File: config.mk
export PLATFORM = sky130hd
export DESIGN_NAME = rand_dual_mod_div
export DESIGN_NICKNAME = d
export VERILOG_FILES = /design/src/rtl/rdm_pkg.sv /design/src/rtl/rdm_lfsr.sv /design/src/rtl/rdm_modsel.sv /design/src/rtl/rdm_period_ctr.sv /design/src/rtl/rand_dual_mod_div.sv
export SDC_FILE = /design/constraint.sdc
export NUM_CORES = 1
export LEC_CHECK = 0
export BUFFER_PORTS_ARGS = -buffer_cell sky130_fd_sc_hd__buf_2
export CORE_UTILIZATION = 57
export CTS_CLUSTER_SIZE = 8
export DETAILED_ROUTE_END_ITERATION = 10
export HOLD_SLACK_MARGIN = 0.15
export PLACE_DENSITY_LB_ADDON = 0.25
export SLEW_MARGIN = 20
export SYNTH_ARGS = -nofsm -noshare
export SYNTH_HDL_FRONTEND = slang
export SYNTH_SLANG_ARGS = --single-unit
File: constraint.sdc
create_clock -name clk -period 2.8 [get_ports clk]
set_input_delay 0.14 -clock clk [delete_from_list [all_inputs] [get_ports clk]]
set_output_delay 0.14 -clock clk [all_outputs]
set_load 0.05 [all_outputs]
File: src/rtl/rdm_pkg.sv
// Package: shared helpers for the randomized dual-modulus divider.
// Assumes LFSR widths from the supported set; any other width falls back
// to the 16-bit feedback mask and is not maximal length.
package rdm_pkg;

    // Returns the right-shift Galois feedback mask of a maximal-length LFSR.
    function automatic logic [63:0] galois_mask(input int unsigned width);
        case (width)
            8:       return 64'h0000_00B8;
            10:      return 64'h0000_0240;
            12:      return 64'h0000_0E08;
            16:      return 64'h0000_B400;
            20:      return 64'h0009_0000;
            24:      return 64'h00E1_0000;
            32:      return 64'h8020_0003;
            default: return 64'h0000_B400;
        endcase
    endfunction

endpackage

File: src/rtl/rdm_lfsr.sv
// Module: rdm_lfsr
// Right-shifting Galois LFSR that advances by one state when step is high.
// Assumes SEED is nonzero; reset is synchronous and active low.
module rdm_lfsr #(
    parameter int unsigned W    = 16,
    parameter logic [W-1:0] SEED = 16'hACE1
) (
    input  logic         clk,
    input  logic         rst_n,
    input  logic         step,
    output logic [W-1:0] state
);
    import rdm_pkg::*;

    localparam logic [63:0]  MASK_ALL = galois_mask(W);
    localparam logic [W-1:0] MASK     = MASK_ALL[W-1:0];

    logic [W-1:0] state_q;
    logic [W-1:0] state_nx;

    // Compute the next state: shift right, fold in taps on an outgoing 1.
    always_comb begin
        state_nx = state_q >> 1;
        if (state_q[0]) state_nx = state_nx ^ MASK;
    end

    // Hold the register, load the seed on reset, step once per request.
    always_ff @(posedge clk) begin
        if (!rst_n)    state_q <= SEED;
        else if (step) state_q <= state_nx;
    end

    assign state = state_q;


    lfsr_nonzero_chk: assert property (@(posedge clk) disable iff (!rst_n)
        state_q != '0);


    lfsr_hold_chk: assert property (@(posedge clk) disable iff (!rst_n)
        !step |=> $stable(state_q));

endmodule

File: src/rtl/rdm_modsel.sv
// Module: rdm_modsel
// Chooses the modulus for each period. At a period start it clamps n to at
// least 2, compares the random word against K and latches the index of the
// period's last cycle together with the long-period flag.
// Assumes start is high only in the first cycle of a period.
module rdm_modsel #(
    parameter int unsigned DIV_W  = 8,
    parameter int unsigned FRAC_W = 8,
    parameter int unsigned CNT_W  = DIV_W + 1
) (
    input  logic              clk,
    input  logic              rst_n,
    input  logic              start,
    input  logic [DIV_W-1:0]  div_n,
    input  logic [FRAC_W-1:0] frac_k,
    input  logic [FRAC_W-1:0] rand_word,
    output logic [CNT_W-1:0]  last_idx,
    output logic              long_sel
);
    logic [DIV_W-1:0] n_eff;
    logic             pick_long;
    logic [CNT_W-1:0] len;
    logic [CNT_W-1:0] last_q;
    logic             long_q;

    // Clamp the integer divide value to the smallest legal modulus.
    always_comb begin
        n_eff = (div_n < DIV_W'(2)) ? DIV_W'(2) : div_n;
    end

    // Random compare: a word below K lengthens the period by one clock.
    always_comb begin
        pick_long = (rand_word < frac_k);
        len       = CNT_W'(n_eff) + CNT_W'(pick_long);
    end

    // Latch the decision once per period so mid-period input changes wait.
    always_ff @(posedge clk) begin
        if (!rst_n) begin
            last_q <= '0;
            long_q <= 1'b0;
        end else if (start) begin
            last_q <= len - CNT_W'(1);
            long_q <= pick_long;
        end
    end

    assign last_idx = last_q;
    assign long_sel = long_q;


    sel_stable_chk: assert property (@(posedge clk) disable iff (!rst_n)
        !start |=> ($stable(last_q) && $stable(long_q)));


    min_len_chk: assert property (@(posedge clk) disable iff (!rst_n)
        start |=> (last_q >= CNT_W'(1)));


    k_zero_chk: assert property (@(posedge clk) disable iff (!rst_n)
        (start && frac_k == '0) |=> !long_q);

endmodule

File: src/rtl/rdm_period_ctr.sv
// Module: rdm_period_ctr
// Counts input clocks inside a period. Flags the first cycle (count 0) as
// the period start and pulses on the cycle whose count equals last_idx.
// Assumes last_idx is at least 1 whenever the count is nonzero.
module rdm_period_ctr #(
    parameter int unsigned CNT_W = 9
) (
    input  logic             clk,
    input  logic             rst_n,
    input  logic [CNT_W-1:0] last_idx,
    output logic             start,
    output logic             pulse
);
    logic [CNT_W-1:0] cnt_q;

    // Decode the first and last cycle of the running period.
    always_comb begin
        start = (cnt_q == '0);
        pulse = (cnt_q != '0) && (cnt_q == last_idx);
    end

    // Advance the count, wrapping to zero after the last cycle.
    always_ff @(posedge clk) begin
        if (!rst_n)     cnt_q <= '0;
        else if (pulse) cnt_q <= '0;
        else            cnt_q <= cnt_q + CNT_W'(1);
    end


    pulse_single_chk: assert property (@(posedge clk) disable iff (!rst_n)
        pulse |=> (!pulse && start));


    cnt_bound_chk: assert property (@(posedge clk) disable iff (!rst_n)
        (cnt_q != '0) |-> (cnt_q <= last_idx));

endmodule

File: src/rtl/rand_dual_mod_div.sv
// Module: rand_dual_mod_div (top)
// Divides clk by n or n+1 per output period. The choice is made by comparing
// a fresh LFSR word against K, which gives an average period of n+K/2^N.
// Assumes a free-running clk and a synchronous active-low reset.
module rand_dual_mod_div #(
    parameter int unsigned DIV_W  = 8,
    parameter int unsigned FRAC_W = 8,
    parameter int unsigned LFSR_W = 2 * FRAC_W,
    parameter logic [LFSR_W-1:0] SEED = LFSR_W'(16'hACE1)
) (
    input  logic              clk,
    input  logic              rst_n,
    input  logic [DIV_W-1:0]  div_n,
    input  logic [FRAC_W-1:0] frac_k,
    output logic              out_pulse,
    output logic              long_period
);
    localparam int unsigned CNT_W = DIV_W + 1;

    logic              start;
    logic              pulse;
    logic [LFSR_W-1:0] lfsr_state;
    logic [CNT_W-1:0]  last_idx;
    logic              long_sel;

    rdm_period_ctr #(.CNT_W(CNT_W)) u_ctr (
        .clk      (clk),
        .rst_n    (rst_n),
        .last_idx (last_idx),
        .start    (start),
        .pulse    (pulse)
    );

    rdm_lfsr #(.W(LFSR_W), .SEED(SEED)) u_lfsr (
        .clk   (clk),
        .rst_n (rst_n),
        .step  (start),
        .state (lfsr_state)
    );

    rdm_modsel #(.DIV_W(DIV_W), .FRAC_W(FRAC_W), .CNT_W(CNT_W)) u_sel (
        .clk       (clk),
        .rst_n     (rst_n),
        .start     (start),
        .div_n     (div_n),
        .frac_k    (frac_k),
        .rand_word (lfsr_state[FRAC_W-1:0]),
        .last_idx  (last_idx),
        .long_sel  (long_sel)
    );

    assign out_pulse   = pulse;
    assign long_period = long_sel;


    reset_quiet_chk: assert property (@(posedge clk)
        !rst_n |=> (!out_pulse && !long_period));

endmodule

### After elaboration in Yosys (flattened, before gate mapping)

Index checks and enable logic that the tools add are counted.

* register bits after elaboration: 35
* input bits: 18
* output and inout bits: 2
* word-level logic and storage cells: 18

* $add $sub $neg: 3
* $lt $le $gt $ge: 2
* equal/unequal tests: 1
* multiplexer cells: 2
* bitwise operators: 2
* reduce and logical (&&, ||, !) cells: 4

Operator list (number)
* $mux 16: 1
* $add 8x1->9: 1
* $add 9x1->9 const B: 1
* $eq 9x9->1: 1
* $logic_not 9->1: 1
* $reduce_bool 9->1: 1
* $sub 9x1->9 const B: 1
* $lt 8x2->1 const B: 1
* $lt 8x8->1: 1
* $mux 8: 1
* $not 3->4: 1
* $reduce_or 2->1: 1
* $logic_and 1x1->1: 1
* $not 1->1: 1

### Longest topological paths before layout

* word-level depth: 4
* depth in mapped cells: 12
* gate-level depth less buffers: 12

### Cells and area by module

A second synthesis with hierarchy kept.

* cells, all modules: 208
* area, all modules: 1933.1 sq um

By module, submodules not included
* rdm_lfsr: instances 1, cells each 69, area an instance 729.4 sq um, sequential area each 320.3 sq um
* rdm_modsel: instances 1, cells each 80, area an instance 671.9 sq um, sequential area each 200.2 sq um
* rdm_period_ctr: instances 1, cells each 59, area an instance 531.8 sq um, sequential area each 180.2 sq um

### Worst setup path after synthesis

Ideal clock, no wire load.

* kind: register to output
* start: register u_ctr.cnt_q[0]
* end: output out_pulse
* arrival time: 2563 ps
* required time: 2660 ps
* path slack: 97 ps
* stages on the path, launching flop included: 7
* buffers on the path: 1
* cell sequence: dfxtp_1 > inv_1 > ha_1 > or4b_1 > nor2_1 > buf_2 > nor4_1

* cells in the longest elaborated chain, start to end: 2
* elaborated cells on any way between the ends: 3
* classes of those cells: eq/ne: 1; reduce/logical: 2

Ends and longest elaborated chain
* from (decl): line rdm_period_ctr.sv:14 `logic [CNT_W-1:0] cnt_q;`
* from (signal assigned): line rdm_period_ctr.sv:26 `else cnt_q <= cnt_q + CNT_W'(1);`
* $eq 9x9->1 or $reduce_bool 9->1 (tied branches): line rdm_period_ctr.sv:19 `pulse = (cnt_q != '0) && (cnt_q == last_idx);`
* $logic_and 1x1->1 (*): line rdm_period_ctr.sv:19
* to (decl): line rand_dual_mod_div.sv:15 `output logic out_pulse,`

Mark *: on every way between the ends. The rest lies on a longest branch, timed or not.

### Final worst setup path

* start: input div_n[5]
* end: register u_sel.last_q[7] (netlist: u_sel.last_idx[7])

* cells in the longest elaborated chain, start to end: 4

Ends and longest elaborated chain
* from (decl): line rand_dual_mod_div.sv:13 `input logic [DIV_W-1:0] div_n,`
* $lt 8x2->1: line rdm_modsel.sv:28 `n_eff = (div_n < DIV_W'(2)) ? DIV_W'(2) : div_n;`
* $mux 8 (*): line rdm_modsel.sv:28
* $add 8x1->9 (*): line rdm_modsel.sv:34 `len = CNT_W'(n_eff) + CNT_W'(pick_long);`
* $sub 9x1->9 (*): line rdm_modsel.sv:43 `last_q <= len - CNT_W'(1);`
* to (signal assigned): line rdm_modsel.sv:43
* to (decl): line rdm_modsel.sv:23 `logic [CNT_W-1:0] last_q;`

Marks and branches as above.
A chain may end at the register's enable or synchronous reset.

==> results.sh <==
export IMPL_hold_viol_final=0
export IMPL_die_x_um=57.7
export IMPL_final_cell_count_no_fill=265
export IMPL_powerDensity_nw_per_um2=749
export IMPL_routedWlPerCell_um=13.1
export IMPL_core_um2=2850
export IMPL_port_buffer_count=19
export IMPL_antenna_found_initial=0
export IMPL_synthCells=211
export IMPL_grt_pass1_wl_um=6200
export IMPL_drc=2
export IMPL_worstRegToRegCells=9
export IMPL_cp_start_kind="primary input"
export IMPL_setup_viol=0
export IMPL_endpoint="u_sel.last_idx[7]"
export IMPL_syn_area_per_cell_um2=8.39
export IMPL_synthAdderAreaFrac=0.0777
export IMPL_slew_headroom=0.491
export IMPL_worstPathArrival_ps=2910
export IMPL_cts_max_level=2
export IMPL_place_ws_ps=191
export IMPL_cts_buffers=5
export IMPL_clk_latency_ps=340
export IMPL_drv_slew=0
export IMPL_fin_tns_setup_ps=0
export IMPL_start_util=0.621
export IMPL_rsz0062_at_grt="false"
export IMPL_synth_nets=240
export IMPL_gp_congestion=0.829
export IMPL_max_cap_violations=0
export IMPL_rrSetupSlack_ps=280
export IMPL_grt_pass1_vias=1447
export IMPL_post_cts_buffers=0
export IMPL_final_util=0.698
export IMPL_dp_hpwl_um=2510
export IMPL_drive_gt1_frac=0.154
export IMPL_synth_simple_area_share=0.218
export IMPL_first_pass_iters=7
export IMPL_crit_path_max_fanout=5
export IMPL_synth_ff_type="dfxtp_1"
export IMPL_hold_path_class="primary input to flip-flop"
export IMPL_crit_start="div_n[5]"
export IMPL_yosys_warnings=0
export IMPL_grt_use_total=0.244
export IMPL_clk_pin_slew_ps=100
export IMPL_synth_edf_count=0
export IMPL_violations="design-rule violations"
export IMPL_setup_slack_ps=110
export IMPL_gr_total_overflow=0
export IMPL_worstMarginPinSlew_ps=756
export IMPL_clockBufferDepth=2
export IMPL_status="finished with violations"
export IMPL_fmax_mhz=372
export IMPL_reg2reg_from="u_lfsr.state[3]"
export IMPL_drt_iter0_drc=54
export IMPL_rows=19
export IMPL_syn2layout_area_growth_pct=12.5
export IMPL_root_buffer="clkbuf_4"
export IMPL_finalClockSkew_ps=4.70
export IMPL_syn_area_um2=1770
export IMPL_grt_start_max_net_pins=29
export IMPL_dp_cells=254
export IMPL_viasPerCell=5.56
export IMPL_ir_worst_vdd_v=0.000475
export IMPL_end_kind="flip-flop"
export IMPL_antenna_cells=0
export IMPL_r2r_end="u_sel.last_idx[7]"
export IMPL_synth_seq_cells=35
export IMPL_async_flop_share=0
export IMPL_seq_area_frac_synth=0.396
export IMPL_routed_wl_um=3470
export IMPL_cts_num_sinks=35
export IMPL_synth_cell_types=36
export IMPL_synth_top_family_by_area="simple AND/OR/NAND/NOR gates"
export IMPL_required_ps=3020
export IMPL_period_share=0.961
export IMPL_fin_nets=262
export IMPL_ant_nets=0
export IMPL_post_route_min_period_ps=2690
export IMPL_die_area_um2=3330
export IMPL_synth_compound_area_share=0.141
export IMPL_cts_tree="built"
export IMPL_p_leak_uw=0.000869
export IMPL_synthXorXnorAreaFrac=0.109
export IMPL_synth_mux_area_frac=0
export IMPL_path_class="primary input to flip-flop"
export IMPL_fp_dieH_um=57.7
export IMPL_num_vias=1473
export IMPL_io_pins=20
-- worst max-delay path, cell delays in order --
cell	delay [ps]
dlygate4sd3_1	530
buf_2	130
or3_1	380
or3_4	390
o31ai_2	200
ha_2	230
or3b_2	520
o311ai_1	270
a21boi_0	120
-- metal layers --
| metal | up-vias | part of all wire | track usage |
|---|---|---|---|
| li1 | 752 | - | - |
| met1 | 674 | 0.44 | 0.271 |
| met2 | 34 | 0.49 | 0.434 |
| met3 | 13 | 0.039 | 0.0603 |
| met4 | 0 | 0.025 | 0.126 |
| met5 | - | 0 | 0 |
-- sequential cells by signal, indices dropped and copies added (netlist names) --
name,cells
u_ctr.cnt_q,9
u_lfsr.state,16
u_sel.last_idx,9
u_sel.long_sel,1
-- kinds of logic after synthesis --
group                      after synthesis
AOI/OAI and AO/OA                       33
xor gates and xnor gates                22
adders and majority gates               11
buffers and inverters                   25
DFF                                     35
and+or+nand+nor                         85
-- layout by cell type (no fill, tap or decap), drive strengths merged, types with 3 or more instances in the layout --
cell type / n
nand2: 40
dfxtp: 35
buf: 22
xnor2: 21
nor2: 17
inv: 15
nand3: 13
ha: 11
a21boi: 9
clkbuf: 8
o21ai: 6
o211a: 5
dlygate4sd3: 3
-- report_power, final --
group	internal [µW]	leakage (µW)	switching, µW	total, µW
clock network	148	0.0000386	157	305
registers	605	0.000288	81.8	686
logic	214	0.000542	287	501
-- timing repair --
action / CTS / global route
hold endpoints to repair: 3 / 0
gates resized for setup: 0 / 4
hold buffers: 3 / 0
endpoints found under the setup margin: 0 / 4
-- Yosys cell counts, types with 3 or more instances --
cell type / count / area share
ha_1: 11 / 0.078
a21boi_0: 8 / 0.034
nand3_1: 13 / 0.037
nand2_1: 40 / 0.085
xnor2_1: 21 / 0.10
nor2_1: 17 / 0.036
buf_2: 3 / 0.0085
dfxtp_1: 35 / 0.40
o21ai_0: 5 / 0.014
clkbuf_1: 6 / 0.013
inv_1: 15 / 0.032
o211a_1: 5 / 0.028
-- worst min-delay path by stage --
| stage | from | end | slack (ps) | cells past startpoint |
|---|---|---|---|---|
| floorplan | div_n[3] | u_sel.last_idx[3] | 300 | 2 |
| global placement | div_n[5] | u_sel.last_idx[5] | 440 | 3 |
| detailed placement | u_sel.long_sel | u_sel.long_sel | 460 | 2 |
| CTS | div_n[6] | u_sel.last_idx[6] | 150 | 3 |
| global route | div_n[6] | u_sel.last_idx[6] | 150 | 3 |
| finish | div_n[6] | u_sel.last_idx[6] | 180 | 3 |
-- final cells by class --
| class | count | area [µm²] |
|---|---|---|
| inverters | 15 | 56.3 |
| multi-input cells | 151 | 980 |
| fillers | 235 | 861 |
| flip-flops and latches | 35 | 701 |
| clock buffers | 8 | 68.8 |
| repair buffers | 25 | 148 |
| well taps | 31 | 38.8 |
-- through the flow --
step | instance area, µm² | power (µW) | hold WS [ps]
floorplan | 1770 | 1070 | 295
detailed placement | 1880 | 1190 | 456
CTS | 1980 | 1500 | 150
global placement | 1880 | 1160 | 443
global route | 1990 | 1600 | 155
finish | 1990 | 1490 | 182
(Power assumes the default switching activity.)
